$ cat config.mk
export PLATFORM = sky130hd
export DESIGN_NAME = rtr_input_unit
export DESIGN_NICKNAME = d
export VERILOG_FILES = /design/src/rtl/rtr_in_pkg.sv /design/src/rtl/rtr_route_decode.sv /design/src/rtl/rtr_pkt_track.sv /design/src/rtl/rtr_backup_fifo.sv /design/src/rtl/rtr_input_unit.sv
export SDC_FILE = /design/constraint.sdc
export NUM_CORES = 1
export LEC_CHECK = 0
export BUFFER_PORTS_ARGS = -buffer_cell sky130_fd_sc_hd__buf_2
export CAP_MARGIN = 0
export CORE_MARGIN = 1.5
export CORE_UTILIZATION = 41
export CTS_BUF_LIST = sky130_fd_sc_hd__clkbuf_8
export DETAILED_ROUTE_END_ITERATION = 7
export SYNTH_ARGS = -nofsm -noshare
export SYNTH_HDL_FRONTEND = slang
export SYNTH_HIERARCHICAL = 1
export SYNTH_SLANG_ARGS = --single-unit
$ cat constraint.sdc
create_clock -name clk -period 5.6 [get_ports clk]
set_input_delay 0.56 -clock clk [delete_from_list [all_inputs] [get_ports clk]]
set_output_delay 0.56 -clock clk [all_outputs]
set_load 0.02 [all_outputs]
$ cat src/rtl/rtr_in_pkg.sv
// Shared encodings for the router input unit.
// Assumes a flit whose MSB is valid, followed by a 2-bit type and a route field.
package rtr_in_pkg;
    localparam logic [1:0] DIR_STRAIGHT = 2'b00;
    localparam logic [1:0] DIR_TURN     = 2'b01;
    localparam logic [1:0] DIR_LOCAL    = 2'b10;
    localparam logic [1:0] DIR_RSVD     = 2'b11;

    localparam logic [1:0] FT_SINGLE = 2'b00;
    localparam logic [1:0] FT_HEAD   = 2'b01;
    localparam logic [1:0] FT_BODY   = 2'b10;
    localparam logic [1:0] FT_TAIL   = 2'b11;
endpackage

$ cat src/rtl/rtr_route_decode.sv
// Combinational flit decode: valid bit, type class, head direction, and the
// outgoing flit with the route field advanced by one hop.
// Assumes ROUTE_W >= 2 and at least one payload bit below the route field.
module rtr_route_decode
    import rtr_in_pkg::*;
#(
    parameter int FLIT_W  = 24,
    parameter int ROUTE_W = 8
) (
    input  logic [FLIT_W-1:0] flit,
    output logic              present,
    output logic              is_head,
    output logic              is_tail,
    output logic [1:0]        hdr_dir,
    output logic [FLIT_W-1:0] fwd_flit
);
    localparam int PAY_W = FLIT_W - 3 - ROUTE_W;

    logic [1:0]         ftype;
    logic [ROUTE_W-1:0] route;
    logic [ROUTE_W-1:0] route_next;

    // Field extraction by fixed position.
    always_comb begin
        present = flit[FLIT_W-1];
        ftype   = flit[FLIT_W-2 -: 2];
        route   = flit[FLIT_W-4 -: ROUTE_W];
        hdr_dir = route[ROUTE_W-1 -: 2];
        is_head = (ftype == FT_HEAD) || (ftype == FT_SINGLE);
        is_tail = (ftype == FT_TAIL) || (ftype == FT_SINGLE);
    end

    // Hop shift: pure wiring, the consumed code drops off the top.
    generate
        if (ROUTE_W > 2) begin : g_shift
            assign route_next = {route[ROUTE_W-3:0], 2'b00};
        end else begin : g_last
            assign route_next = '0;
        end
    endgenerate

    // Only head-class flits carry a route field to advance.
    always_comb begin
        if (is_head)
            fwd_flit = {flit[FLIT_W-1 -: 3], route_next, flit[PAY_W-1:0]};
        else
            fwd_flit = flit;
    end
endmodule

$ cat src/rtl/rtr_pkt_track.sv
// Per-packet state: the direction latched from the head, whether the packet
// is still on the bypass, whether it is being dropped, and the error pulse.
// Assumes flits of one packet arrive contiguously (wormhole order).
module rtr_pkt_track
    import rtr_in_pkg::*;
(
    input  logic       clk,
    input  logic       rst_n,
    input  logic       present,
    input  logic       is_head,
    input  logic       is_tail,
    input  logic [1:0] hdr_dir,
    input  logic       byp_taken,
    output logic [1:0] cur_dir,
    output logic       drop_cur,
    output logic       on_byp,
    output logic       err_pulse
);
    logic [1:0] lat_dir;
    logic       drop_q;
    logic       byp_q;

    // Current flit's view: a head decides afresh, others inherit.
    always_comb begin
        if (is_head) begin
            cur_dir  = hdr_dir;
            drop_cur = (hdr_dir == DIR_RSVD);
            on_byp   = 1'b1;
        end else begin
            cur_dir  = lat_dir;
            drop_cur = drop_q;
            on_byp   = byp_q;
        end
    end

    // Carry packet state forward until the tail passes.
    always_ff @(posedge clk) begin
        if (!rst_n) begin
            lat_dir   <= DIR_STRAIGHT;
            drop_q    <= 1'b0;
            byp_q     <= 1'b0;
            err_pulse <= 1'b0;
        end else begin
            err_pulse <= present && is_head && (hdr_dir == DIR_RSVD);
            if (present) begin
                lat_dir <= cur_dir;
                drop_q  <= drop_cur && !is_tail;
                byp_q   <= on_byp && byp_taken && !is_tail;
            end
        end
    end
endmodule

$ cat src/rtl/rtr_backup_fifo.sv
// Small synchronous backup buffer written in the incoming clock domain.
// Assumes the caller never pushes while full without popping.
module rtr_backup_fifo #(
    parameter int DATA_W = 27,
    parameter int DEPTH  = 4
) (
    input  logic                         clk,
    input  logic                         rst_n,
    input  logic                         push,
    input  logic [DATA_W-1:0]            push_data,
    input  logic                         pop,
    output logic [DATA_W-1:0]            head_data,
    output logic                         empty,
    output logic                         full,
    output logic [$clog2(DEPTH+1)-1:0]   count
);
    localparam int PTR_W = (DEPTH > 1) ? $clog2(DEPTH) : 1;
    localparam int CNT_W = $clog2(DEPTH+1);
    localparam logic [PTR_W-1:0] LAST = PTR_W'(DEPTH - 1);
    localparam logic [CNT_W-1:0] FULL_CNT = CNT_W'(DEPTH);

    logic [DATA_W-1:0] mem [DEPTH];
    logic [PTR_W-1:0]  wr_ptr;
    logic [PTR_W-1:0]  rd_ptr;
    logic              do_push;
    logic              do_pop;

    // Status and read port.
    always_comb begin
        empty     = (count == '0);
        full      = (count == FULL_CNT);
        do_push   = push && !full;
        do_pop    = pop && !empty;
        head_data = mem[rd_ptr];
    end

    // Storage write; contents need no reset.
    always_ff @(posedge clk) begin
        if (do_push)
            mem[wr_ptr] <= push_data;
    end

    // Pointer and occupancy bookkeeping.
    always_ff @(posedge clk) begin
        if (!rst_n) begin
            wr_ptr <= '0;
            rd_ptr <= '0;
            count  <= '0;
        end else begin
            if (do_push)
                wr_ptr <= (wr_ptr == LAST) ? '0 : wr_ptr + 1'b1;
            if (do_pop)
                rd_ptr <= (rd_ptr == LAST) ? '0 : rd_ptr + 1'b1;
            case ({do_push, do_pop})
                2'b10:   count <= count + 1'b1;
                2'b01:   count <= count - 1'b1;
                default: count <= count;
            endcase
        end
    end
endmodule

$ cat src/rtl/rtr_input_unit.sv
// Straight-path input unit: offers each flit on a zero-latch bypass while
// keeping a backup copy, then discards or commits that copy to a queue.
// Assumes the output stage answers byp_accept in the same cycle as byp_valid.
module rtr_input_unit
    import rtr_in_pkg::*;
#(
    parameter int FLIT_W    = 24,
    parameter int ROUTE_W   = 8,
    parameter int DEPTH     = 4,
    parameter int OFF_LEVEL = 3
) (
    input  logic              clk,
    input  logic              rst_n,
    input  logic [FLIT_W-1:0] in_flit,
    input  logic              byp_accept,
    input  logic              congested,
    input  logic              q_full,
    output logic              byp_valid,
    output logic [FLIT_W-1:0] byp_flit,
    output logic [1:0]        cur_dir,
    output logic              q_wr_en,
    output logic [1:0]        q_wr_dir,
    output logic [FLIT_W-1:0] q_wr_flit,
    output logic              route_err,
    output logic              up_off
);
    localparam int ENT_W = FLIT_W + 3;
    localparam int CNT_W = $clog2(DEPTH+1);
    localparam logic [CNT_W-1:0] OFF_CNT = CNT_W'(OFF_LEVEL);

    logic              present;
    logic              is_head;
    logic              is_tail;
    logic [1:0]        hdr_dir;
    logic [FLIT_W-1:0] fwd_flit;
    logic              drop_cur;
    logic              pkt_on_byp;
    logic              byp_taken;
    logic              push;
    logic [ENT_W-1:0]  push_data;
    logic              pop;
    logic [ENT_W-1:0]  head_data;
    logic              head_commit;
    logic              fifo_empty;
    logic              fifo_full;
    logic [CNT_W-1:0]  fifo_count;
    logic [CNT_W-1:0]  pend_cnt;

    rtr_route_decode #(.FLIT_W(FLIT_W), .ROUTE_W(ROUTE_W)) u_dec (
        .flit     (in_flit),
        .present  (present),
        .is_head  (is_head),
        .is_tail  (is_tail),
        .hdr_dir  (hdr_dir),
        .fwd_flit (fwd_flit)
    );

    rtr_pkt_track u_trk (
        .clk       (clk),
        .rst_n     (rst_n),
        .present   (present),
        .is_head   (is_head),
        .is_tail   (is_tail),
        .hdr_dir   (hdr_dir),
        .byp_taken (byp_taken),
        .cur_dir   (cur_dir),
        .drop_cur  (drop_cur),
        .on_byp    (pkt_on_byp),
        .err_pulse (route_err)
    );

    rtr_backup_fifo #(.DATA_W(ENT_W), .DEPTH(DEPTH)) u_fifo (
        .clk       (clk),
        .rst_n     (rst_n),
        .push      (push),
        .push_data (push_data),
        .pop       (pop),
        .head_data (head_data),
        .empty     (fifo_empty),
        .full      (fifo_full),
        .count     (fifo_count)
    );

    // Bypass offer and outcome for the flit now on the input.
    always_comb begin
        byp_valid = present && !drop_cur && (cur_dir == DIR_STRAIGHT)
                    && !congested && (pend_cnt == '0) && pkt_on_byp;
        byp_flit  = fwd_flit;
        byp_taken = byp_valid && byp_accept;
    end

    // Backup write: every kept flit, tagged with its fate.
    always_comb begin
        push      = present && !drop_cur && !fifo_full;
        push_data = {!byp_taken, cur_dir, fwd_flit};
    end

    // Drain: discarded copies leave silently, committed ones wait for room.
    always_comb begin
        head_commit = head_data[ENT_W-1];
        pop         = !fifo_empty && (!head_commit || !q_full);
        q_wr_en     = !fifo_empty && head_commit && !q_full;
        q_wr_dir    = head_data[FLIT_W+1:FLIT_W];
        q_wr_flit   = head_data[FLIT_W-1:0];
        up_off      = (fifo_count >= OFF_CNT);
    end

    // Count committed entries still waiting, to hold order behind them.
    always_ff @(posedge clk) begin
        if (!rst_n) begin
            pend_cnt <= '0;
        end else begin
            case ({push && !byp_taken, q_wr_en})
                2'b10:   pend_cnt <= pend_cnt + 1'b1;
                2'b01:   pend_cnt <= pend_cnt - 1'b1;
                default: pend_cnt <= pend_cnt;
            endcase
        end
    end
endmodule

Word level (Yosys, flattened, before mapping)
Memory sizes are Yosys's and may differ from the RTL's. A register that Yosys moved wholly into a read port is not among the register bits.
Index checks and enable logic that the tools add are counted.
- bits in registers: 15
- bits in writable memories: 108
- input bits: 29
- output and inout port bits: 56
- memories kept: 1
- $add $sub $neg: 6
- order comparisons: 1
- equality and inequality tests: 10
- muxes and demuxes: 12
- reductions and logical operators: 35
- memory list (name ; depth ; bits a word ; read ports ; clocked after memory_dff ; wr ports ; line ; RTL):
    u_fifo.mem ; 4 ; 27 ; 1 ; 1 ; 1 ; rtr_backup_fifo.sv:22 ; logic [DATA_W-1:0] mem [DEPTH];
- operators with widths (kind ; number):
    21-bit two-way mux ; 1
    1-bit logical AND ; 18
    2-bit equality test, second input constant ; 6
    3-bit case mux with 2 select lines ; 2
    2-bit two-way mux ; 5
    1-bit zero test ; 8
    3-bit by 1-bit adder with 3-bit output, second input constant ; 2
    2-bit by 1-bit equality test with 1-bit output, second input constant ; 3
    3-bit zero test ; 2
    3-bit by 1-bit subtractor with 3-bit output, second input constant ; 2
    2-bit by 1-bit adder with 2-bit output, second input constant ; 2
    2-bit zero test ; 2
    1-bit two-way mux ; 4
    2-bit nonzero test ; 2
    3-bit equality test, second input constant ; 1
    3-bit by 2-bit >= comparator with 1-bit output, second input constant ; 1
    1-bit logical OR ; 3

Logic depth before layout (Yosys ltp)
Gate-level depths: netlist of the first run.
- depth in word-level cells: 14
- mapped depth: 17
- mapped depth without buffers: 16

Modules after synthesis
Netlist of the first run, hierarchy kept.
- by module, submodules not included (module ; times used ; cells each ; area each (µm²)):
    rtr_backup_fifo ; 1 ; 197 ; 4438.0
    rtr_route_decode ; 1 ; 34 ; 276.5
    rtr_input_unit ; 1 ; 29 ; 260.2
    rtr_pkt_track ; 1 ; 25 ; 244.0

Least setup slack after synthesis of the first run
No wires, ideal clock.
- path type: input-to-reg
- start: in in_flit[22]
- end: reg pend_cnt[2]
- setup time: 0.076 ns
- data arrival time: 3.724 ns
- required time: 5.524 ns
- slack: 1.801 ns
- stages on the path: 14
- path buffers: 0
- path through: inv_1 > ha_1 > nor2_4 > inv_1 > mux2_4 > or4_4 > nor4b_4 > a211o_1 > ha_1 > inv_1 > fa_1 > xor2_1 > or3_2 > a21boi_0
- elaborated cells between the ends (all ways): 21
- those cells by class: 3 x eq/ne; 4 x mux; 14 x reduce/logical
- RTL lines (what ; line ; RTL):
    start, declared ; rtr_input_unit.sv:14 ; input logic [FLIT_W-1:0] in_flit,
    2-bit by 1-bit equality test with 1-bit output / 2-bit zero test (equally long branches) ; rtr_route_decode.sv:29 ; is_head = (ftype == FT_HEAD) || (ftype == FT_SINGLE);
    1-bit logical OR (*) ; rtr_route_decode.sv:29 ;
    via is_head ; rtr_input_unit.sv:32 ; logic is_head;
    2-bit two-way mux (*) ; rtr_pkt_track.sv:25 ; if (is_head) begin
    via cur_dir[1] ; rtr_input_unit.sv:20 ; output logic [1:0] cur_dir,
    2-bit zero test (*) ; rtr_input_unit.sv:86 ; byp_valid = present && !drop_cur && (cur_dir == DIR_STRAIGHT)
    1-bit logical AND (*) ; rtr_input_unit.sv:86 ;
    1-bit logical AND (*) (3 in series) ; rtr_input_unit.sv:87 ; && !congested && (pend_cnt == '0) && pkt_on_byp;
    1-bit logical AND (*) ; rtr_input_unit.sv:89 ; byp_taken = byp_valid && byp_accept;
    1-bit zero test (*) ; rtr_input_unit.sv:113 ; case ({push && !byp_taken, q_wr_en})
    1-bit logical AND (*) ; rtr_input_unit.sv:113 ;
    2-bit by 1-bit equality test with 1-bit output / 2-bit equality test (equally long branches) ; rtr_input_unit.sv:113 ;
    3-bit case mux with 2 select lines / 2-bit nonzero test (equally long branches) ; -- ;
    end signal, assigned ; rtr_input_unit.sv:114 ; 2'b10: pend_cnt <= pend_cnt + 1'b1;
    end signal, assigned ; rtr_input_unit.sv:115 ; 2'b01: pend_cnt <= pend_cnt - 1'b1;
    end signal, assigned ; rtr_input_unit.sv:116 ; default: pend_cnt <= pend_cnt;
    end, declared ; rtr_input_unit.sv:47 ; logic [CNT_W-1:0] pend_cnt;
The timed path passes the listed nets; every way through them passes the cells marked *.
A chain may end at the register's enable or synchronous reset.

Worst setup path in the final report of the first run
- start: in in_flit[22]
- end: reg pend_cnt[2]
- longest elaborated chain between the ends: 14
- elaborated cells between the ends (all ways): 21
- those cells by class: 3 x eq/ne; 4 x mux; 14 x reduce/logical
- RTL lines (what ; line):
    2-bit by 1-bit equality test with 1-bit output / 2-bit zero test (equally long branches) ; rtr_route_decode.sv:29
    1-bit logical OR (*) ; rtr_route_decode.sv:29
    via is_head ; rtr_input_unit.sv:32
    1-bit two-way mux ; rtr_pkt_track.sv:25
    1-bit zero test ; rtr_input_unit.sv:86, rtr_input_unit.sv:94
    1-bit logical AND ; rtr_input_unit.sv:86, rtr_input_unit.sv:94
    1-bit logical AND ; rtr_input_unit.sv:86
    1-bit logical AND (3 in series) ; rtr_input_unit.sv:87
    1-bit logical AND ; rtr_input_unit.sv:89
    1-bit zero test ; rtr_input_unit.sv:113
    1-bit logical AND (*) ; rtr_input_unit.sv:113
    2-bit by 1-bit equality test with 1-bit output / 2-bit equality test (equally long branches) ; rtr_input_unit.sv:113
    3-bit case mux with 2 select lines / 2-bit nonzero test (equally long branches) ; --
Marks and branches as above.

==> results of run 1 <==
[path summary, 6_finish.rpt]
kind,to,startpoint,slack [ns]
worst max-delay path,pend_cnt[2],in_flit[22],1.82
worst min-delay path,u_fifo/mem[3][11],in_flit[11],0.37
worst max register to register,u_fifo/count[2],flop,2.23
worst min register to register,u_fifo/wr_ptr[1],u_fifo/wr_ptr[1],0.51
[cells by family after synthesis]
| group | synth area share, % |
|---|---|
| fa+ha+maj | 2.925 |
| xor+xnor | 0.6714 |
| mux | 14.41 |
| simple gates | 5.323 |
| flops | 68.66 |
| buf+inv | 5.394 |
| compound gates | 2.613 |
[metrics by stage]
stage          setup slack, ns  utilization (%)  instances
2_1_floorplan            1.801                -        285
3_3_place_gp             1.470            45.34        519
3_5_place_dp             1.387            45.34        519
4_1_cts                  1.830            48.46        551
5_1_grt                  1.646            48.46        551
6_report                 1.824            48.46        551
[registers in the layout, summed over array words and instances, names as in the netlist, named ones only]
name,cells
u_fifo/rd_ptr,2
u_fifo/mem,108
u_trk/err_pulse,1
u_trk/byp_q,1
u_trk/lat_dir,2
u_trk/drop_q,1
u_fifo/count,3
u_fifo/wr_ptr,2
pend_cnt,3
[area by class of cell]
class / count / area share [%]
tap: 172 / 3.548
clock inverter: 15 / 2.578
inverter: 17 / 1.052
clock buffer: 17 / 3.857
timing repair buffer: 89 / 7.549
multi-input combinational: 116 / 22.32
sequential: 125 / 59.10
[placed cells by master (no fill, tap or decap), types with 2 or more instances in the layout]
| cell type | synthesis | routed |
|---|---|---|
| mux4_1 | 7 | 7 |
| dfxtp_1 | 17 | 16 |
| nand2_1 | 8 | 8 |
| clkbuf_8 | 0 | 17 |
| mux2i_1 | 2 | 2 |
| xnor2_1 | 2 | 2 |
| edfxtp_1 | 108 | 108 |
| xor2_1 | 2 | 2 |
| mux2_2 | 6 | 6 |
| bufinv_16 | 0 | 3 |
| fa_1 | 2 | 2 |
| o21ai_0 | 10 | 10 |
| mux4_2 | 20 | 20 |
| a21oi_1 | 2 | 2 |
| and2_1 | 10 | 10 |
| and2_2 | 2 | 2 |
| buf_4 | 19 | 5 |
| nand3_1 | 4 | 4 |
| mux2_4 | 2 | 2 |
| clkinvlp_4 | 0 | 4 |
| o21ba_1 | 2 | 2 |
| nor2_1 | 3 | 3 |
| a21boi_0 | 2 | 2 |
| nor2b_1 | 3 | 3 |
| nand2b_1 | 2 | 2 |
| buf_2 | 4 | 84 |
| clkinv_1 | 0 | 3 |
| inv_1 | 17 | 20 |
| ha_1 | 9 | 9 |
[synthesized netlist by cell type, drive strengths merged, types with 2 or more instances]
cell type	number	area (µm²)
edfxtp	108	3243
mux4	27	634.4
buf	26	214.0
dfxtp	17	340.3
inv	17	63.81
and2	12	77.57
o21ai	10	50.05
ha	9	112.6
mux2	8	97.59
nand2	8	30.03
nand3	4	20.02
nor2	4	22.52
nor2b	3	18.77
a21boi	2	15.01
a21oi	2	10.01
fa	2	40.04
mux2i	2	20.02
nand2b	2	12.51
nor3b	2	20.02
o21ba	2	20.02
or3	2	13.77
xnor2	2	17.52
xor2	2	17.52
[per-layer routing]
layer  global-route usage (%)  wire length (µm)  share of wire, %  vias up
met4                    4.472                85              0.92        0
met5                        0                 0                 0        -
met2                    24.78              4541                49       68
met3                    5.073               451               4.9        8
li1                         -                 -                 -     1248
met1                    18.76              4180                45     1339
[worst max-delay path, cell delays in order]
cell and delay, ns:
buf_2 0.12, inv_1 0.07, ha_1 0.21, nor2_4 0.27, inv_1 0.20, mux2_4 0.38, or4_4 0.50, nor4b_4 0.33
a211o_1 0.17, ha_1 0.17, inv_1 0.06, fa_1 0.37, xor2_1 0.16, or3_2 0.40, a21boi_0 0.16
[power groups by stage]
stage	logic, mW	clock network [mW]	registers (mW)
2_1_floorplan	0.435	0	1.18
3_3_place_gp	0.521	0	1.22
3_5_place_dp	0.529	0	1.22
4_1_cts	0.531	0.786	1.20
5_1_grt	0.575	0.831	1.21
6_report	0.518	0.765	1.20
==> flow_metrics.env, run 1 <==
export IMPL_path_clk_slew_ns=0.07
export IMPL_io_buffers=84
export IMPL_globalplace_congestion=0.7405
export IMPL_r2r_cells=10
export IMPL_hold_depth=1
export IMPL_initial_core_util_pct=41.69
export IMPL_period_needed_ns=3.776
export IMPL_grt_pass1_vias=2795
export IMPL_hold_class="in2reg"
export IMPL_power_frac_seq_pct=48.3
export IMPL_cts_sinks=125
export IMPL_total_power_mw=2.482
export IMPL_power_density_mw_per_mm2=409.1
export IMPL_die_w_um=115.8
export IMPL_crit_arrival_ns=4.12
export IMPL_h_tree_depth=4
export IMPL_cts_tree="yes"
export IMPL_status="completed"
export IMPL_start_kind="input port"
export IMPL_gr_total_overflow=0
export IMPL_sw_frac_of_total_pct=28.17
export IMPL_power_share_clock_pct=30.8
export IMPL_stdcell_area_mm2=0.006066
export IMPL_root_buffer="clkbuf_8"
export IMPL_end_kind="flop"
export IMPL_insertion_delay_ns=0.42
export IMPL_postCtsSetupRepairBufs=0
export IMPL_fin_setup_tns_ns=0
export IMPL_viasPerCell=4.833
export IMPL_maxSlewHeadroom_pct=33.73
export IMPL_grt_antenna_before_repair=0
export IMPL_p_sw_mw=0.6991
export IMPL_synth_seq_cells=125
export IMPL_final_nets=406
export IMPL_synth_cell_types=44
export IMPL_die_area_mm2=0.01341
export IMPL_core_area_mm2=0.01252
export IMPL_drc_errors=0
export IMPL_hold_viol_final=0
export IMPL_drive_gt1_share_pct=40.37
export IMPL_clk_path_buf_depth=2
export IMPL_post_dp_hpwl_mm=5.611
export IMPL_setup_viol=0
export IMPL_area_growth_pct=16.23
export IMPL_synth_cells=285
export IMPL_synth_async_sr_flop_share_pct=0
export IMPL_routed_wl_mm=9.258
export IMPL_vias=2663
export IMPL_critPathKind="in2reg"
export IMPL_peakVddDrop_v=0.0002255
export IMPL_drv_cap=0
export IMPL_drt_iter0_markers=225
export IMPL_synth_warnings=6
export IMPL_cp_max_fo=9
export IMPL_multi_input_area_mm2=0.001354
export IMPL_syn_avg_cell_area_um2=18.31
export IMPL_die_y_um=115.8
export IMPL_yosysSeqAreaShare_pct=68.66
export IMPL_p_leak_nw=2.209
export IMPL_hold_ws_ns=0.3663
export IMPL_wl_per_cell_um=16.80
export IMPL_fmax_ghz=0.2648
export IMPL_ioPinCount=85
export IMPL_rsz0062_at_grt="false"
export IMPL_cts_hold_buf=0
export IMPL_diodes=0
export IMPL_post_cts_resized=0
export IMPL_fin_skew_ns=0.007659
export IMPL_firstDrtPassIters=4
export IMPL_syn_nets=325
export IMPL_syn_cell_area_mm2=0.005219
export IMPL_cts_buffers=17
export IMPL_rows=41
export IMPL_regArea_mm2=0.003585
export IMPL_period_share_pct=67.43
export IMPL_grt_max_degree=28
export IMPL_fill_cells=1125
export IMPL_grt_usage_pct=14.96
export IMPL_ys_flop_type="edfxtp_1"
export IMPL_grt_pass1_wl_mm=14.59
export IMPL_dpl_cell_area_mm2=0.005675
export IMPL_internal_power_mw=1.783
export IMPL_slew_violations=0
export IMPL_tightest_slew_ns=0.9940
export IMPL_drt_antenna_violating_nets=0
export IMPL_critPathRequiredTime_ns=5.94
export IMPL_pwr_share_comb_pct=20.9
export IMPL_synth_edff_count=108
(Power assumes the default switching activity.)
==> run 2: changes to the inputs <==
==> constraint.sdc (replaced) <==
create_clock -name clk -period 3.6 [get_ports clk]
set_input_delay 0.36 -clock clk [delete_from_list [all_inputs] [get_ports clk]]
set_output_delay 0.36 -clock clk [all_outputs]
set_load 0.02 [all_outputs]
==> run 2 against run 1 <==
Against the previous run: combinational power rose by 70%; register-to-register slack lost 1.6 ns; worst hold slack worse by 0.20 ns; final area rose by 1.3%; critical path type unchanged; die area unchanged; highest routed layer unchanged; flip-flop and latch count unchanged; count of clock-buffer cells in the layout unchanged; power is 55% higher; largest cell class unchanged; critical path depth decreased by 1; clock skew grew 0.0015 ns; sequential share of layout area decreased by 0.73 points; via count rose by 0.30%.
==> flow_metrics.env, run 2 (synthesis gave the netlist of run 1 again) <==
export IMPL_rsz0062_at_grt="false"
export IMPL_cts_tree="yes"
export IMPL_grt_antenna_before_repair=0
export IMPL_dpl_cell_area_mm2=0.005773
export IMPL_globalplace_congestion=0.7682
export IMPL_drv_cap=0
export IMPL_regMostFlops="u_fifo/mem"
export IMPL_post_cts_resized=0
export IMPL_die_y_um=115.8
export IMPL_period_needed_ns=3.194
export IMPL_root_buffer="clkbuf_8"
export IMPL_drt_antenna_violating_nets=0
export IMPL_total_power_mw=3.848
export IMPL_fill_cells=1089
export IMPL_critPathRequiredTime_ns=3.95
export IMPL_diodes=0
export IMPL_period_share_pct=88.72
export IMPL_start_kind="input port"
export IMPL_drc_errors=0
export IMPL_end_kind="flop"
export IMPL_final_util_pct=49.07
export IMPL_cts_hold_buf=0
export IMPL_vias=2671
export IMPL_status="completed"
export IMPL_die_area_mm2=0.01341
export IMPL_final_cell_mix="edfxtp_1 (108), buf_2 (84), inv_1 (20), mux4_2 (20), buf_4 (18)"
export IMPL_setup_viol=0
export IMPL_initial_core_util_pct=41.69
export IMPL_cts_sinks=125
export IMPL_p_leak_nw=2.279
export IMPL_post_dp_hpwl_mm=6.017
export IMPL_io_buffers=84
export IMPL_drt_iter0_markers=159
export IMPL_drive_gt1_share_pct=41.79
export IMPL_h_tree_depth=4
export IMPL_viasPerCell=4.753
export IMPL_grt_pass1_vias=2757
export IMPL_slew_violations=0
export IMPL_layout_cells_most_common="edfxtp_1"
export IMPL_hold_viol_final=0
export IMPL_largest_reg_flops=108
export IMPL_tightest_slew_ns=0.5108
export IMPL_gr_total_overflow=0
export IMPL_postCtsSetupRepairBufs=0
export IMPL_grt_max_degree=27
export IMPL_grt_usage_pct=14.86
export IMPL_peakVddDrop_v=0.0002931
export IMPL_top_regs="u_fifo/mem x108, pend_cnt x3, u_fifo/count x3"
export IMPL_die_w_um=115.8
export IMPL_critPathKind="in2reg"
export IMPL_wl_per_cell_um=16.49
export IMPL_clk_path_buf_depth=2
export IMPL_routed_wl_mm=9.265
export IMPL_grt_pass1_wl_mm=14.13
export IMPL_final_nets=419
export IMPL_power_density_mw_per_mm2=626.5
export IMPL_fmax_ghz=0.3131
export IMPL_stdcell_area_mm2=0.006142
export IMPL_hold_class="in2reg"
export IMPL_path_clk_slew_ns=0.07
export IMPL_firstDrtPassIters=4
export IMPL_rows=41
export IMPL_cts_buffers=17
export IMPL_ioPinCount=85
export IMPL_crit_arrival_ns=3.54
export IMPL_insertion_delay_ns=0.42
export IMPL_maxSlewHeadroom_pct=65.65
export IMPL_core_area_mm2=0.01252
export IMPL_area_growth_pct=17.69
export IMPL_cp_max_fo=4
export IMPL_fin_skew_ns=0.009185
run 2: changes by cell type in the layout (fill, tap and decap cells not counted), sizes merged:
cell      previous run  this run
buf                 89       102
clkinv               4         7
clkinvlp             4         0
inv                 21        20
run 2: routing by layer:
| layer | share of wire [%] | wire, µm | vias to the layer above | global-route usage (%) |
|---|---|---|---|---|
| met4 | 1.8 | 163 | 0 | 6.911 |
| met2 | 50 | 4587 | 80 | 24.27 |
| met3 | 5.3 | 491 | 14 | 5.021 |
| met5 | 0 | 0 | - | 0 |
| met1 | 43 | 4023 | 1311 | 17.88 |
| li1 | - | - | 1266 | - |
run 2: worst paths after layout:
path / endpoint / slack [ns] / start / depth (start not counted)
max reg2reg: pend_cnt[2] / 0.64 / u_trk/lat_dir[1] / 10
max: pend_cnt[2] / 0.41 / in_flit[21] / 14
min: u_fifo/mem[1][21] / 0.16 / in_flit[21] / 1
min reg2reg: u_trk/drop_q / 0.50 / u_trk/drop_q / 1
run 2: power breakdown:
| group | total (mW) | internal (mW) | switching (mW) | leakage, nW |
|---|---|---|---|---|
| clock network | 1.15 | 0.657 | 0.493 | 0.199 |
| logic | 0.882 | 0.378 | 0.504 | 0.957 |
| registers | 1.82 | 1.75 | 0.0681 | 1.12 |
| total | 3.85 | 2.78 | 1.07 | 2.28 |
run 2: cell type report:
class                   count  area, µm²  share of cell area, %
repair buffers            102      555.5                  9.045
clock buffers              17      234.0                  3.809
well taps                 172      215.2                  3.504
clock inverters            13      135.1                  2.200
multi-input cells         116       1354                  22.04
inverters                  17      63.81                  1.039
flip-flops and latches    125       3585                  58.36
run 2: through the flow:
step                setup WS (ns)  std cells  hold slack, ns  TNS (ns)
finish                     0.4062        562          0.1648         0
global route               0.2513        562          0.1348         0
CTS                        0.4063        562          0.1302         0
detailed placement       -0.04590        532          0.4940  -0.04590
global placement          0.05536        532          0.4798         0
floorplan               0.0007039        285          0.4647         0
run 2: worst max-delay path: stages:
cell and delay [ns]:
buf_2 0.12, ha_1 0.23, nor2_4 0.13, inv_1 0.10, mux2_4 0.31, or4_4 0.49
nor4b_4 0.28, a211o_1 0.16, ha_1 0.18, inv_1 0.07, fa_1 0.38, xor2_1 0.16
or3_2 0.40, a21boi_0 0.18
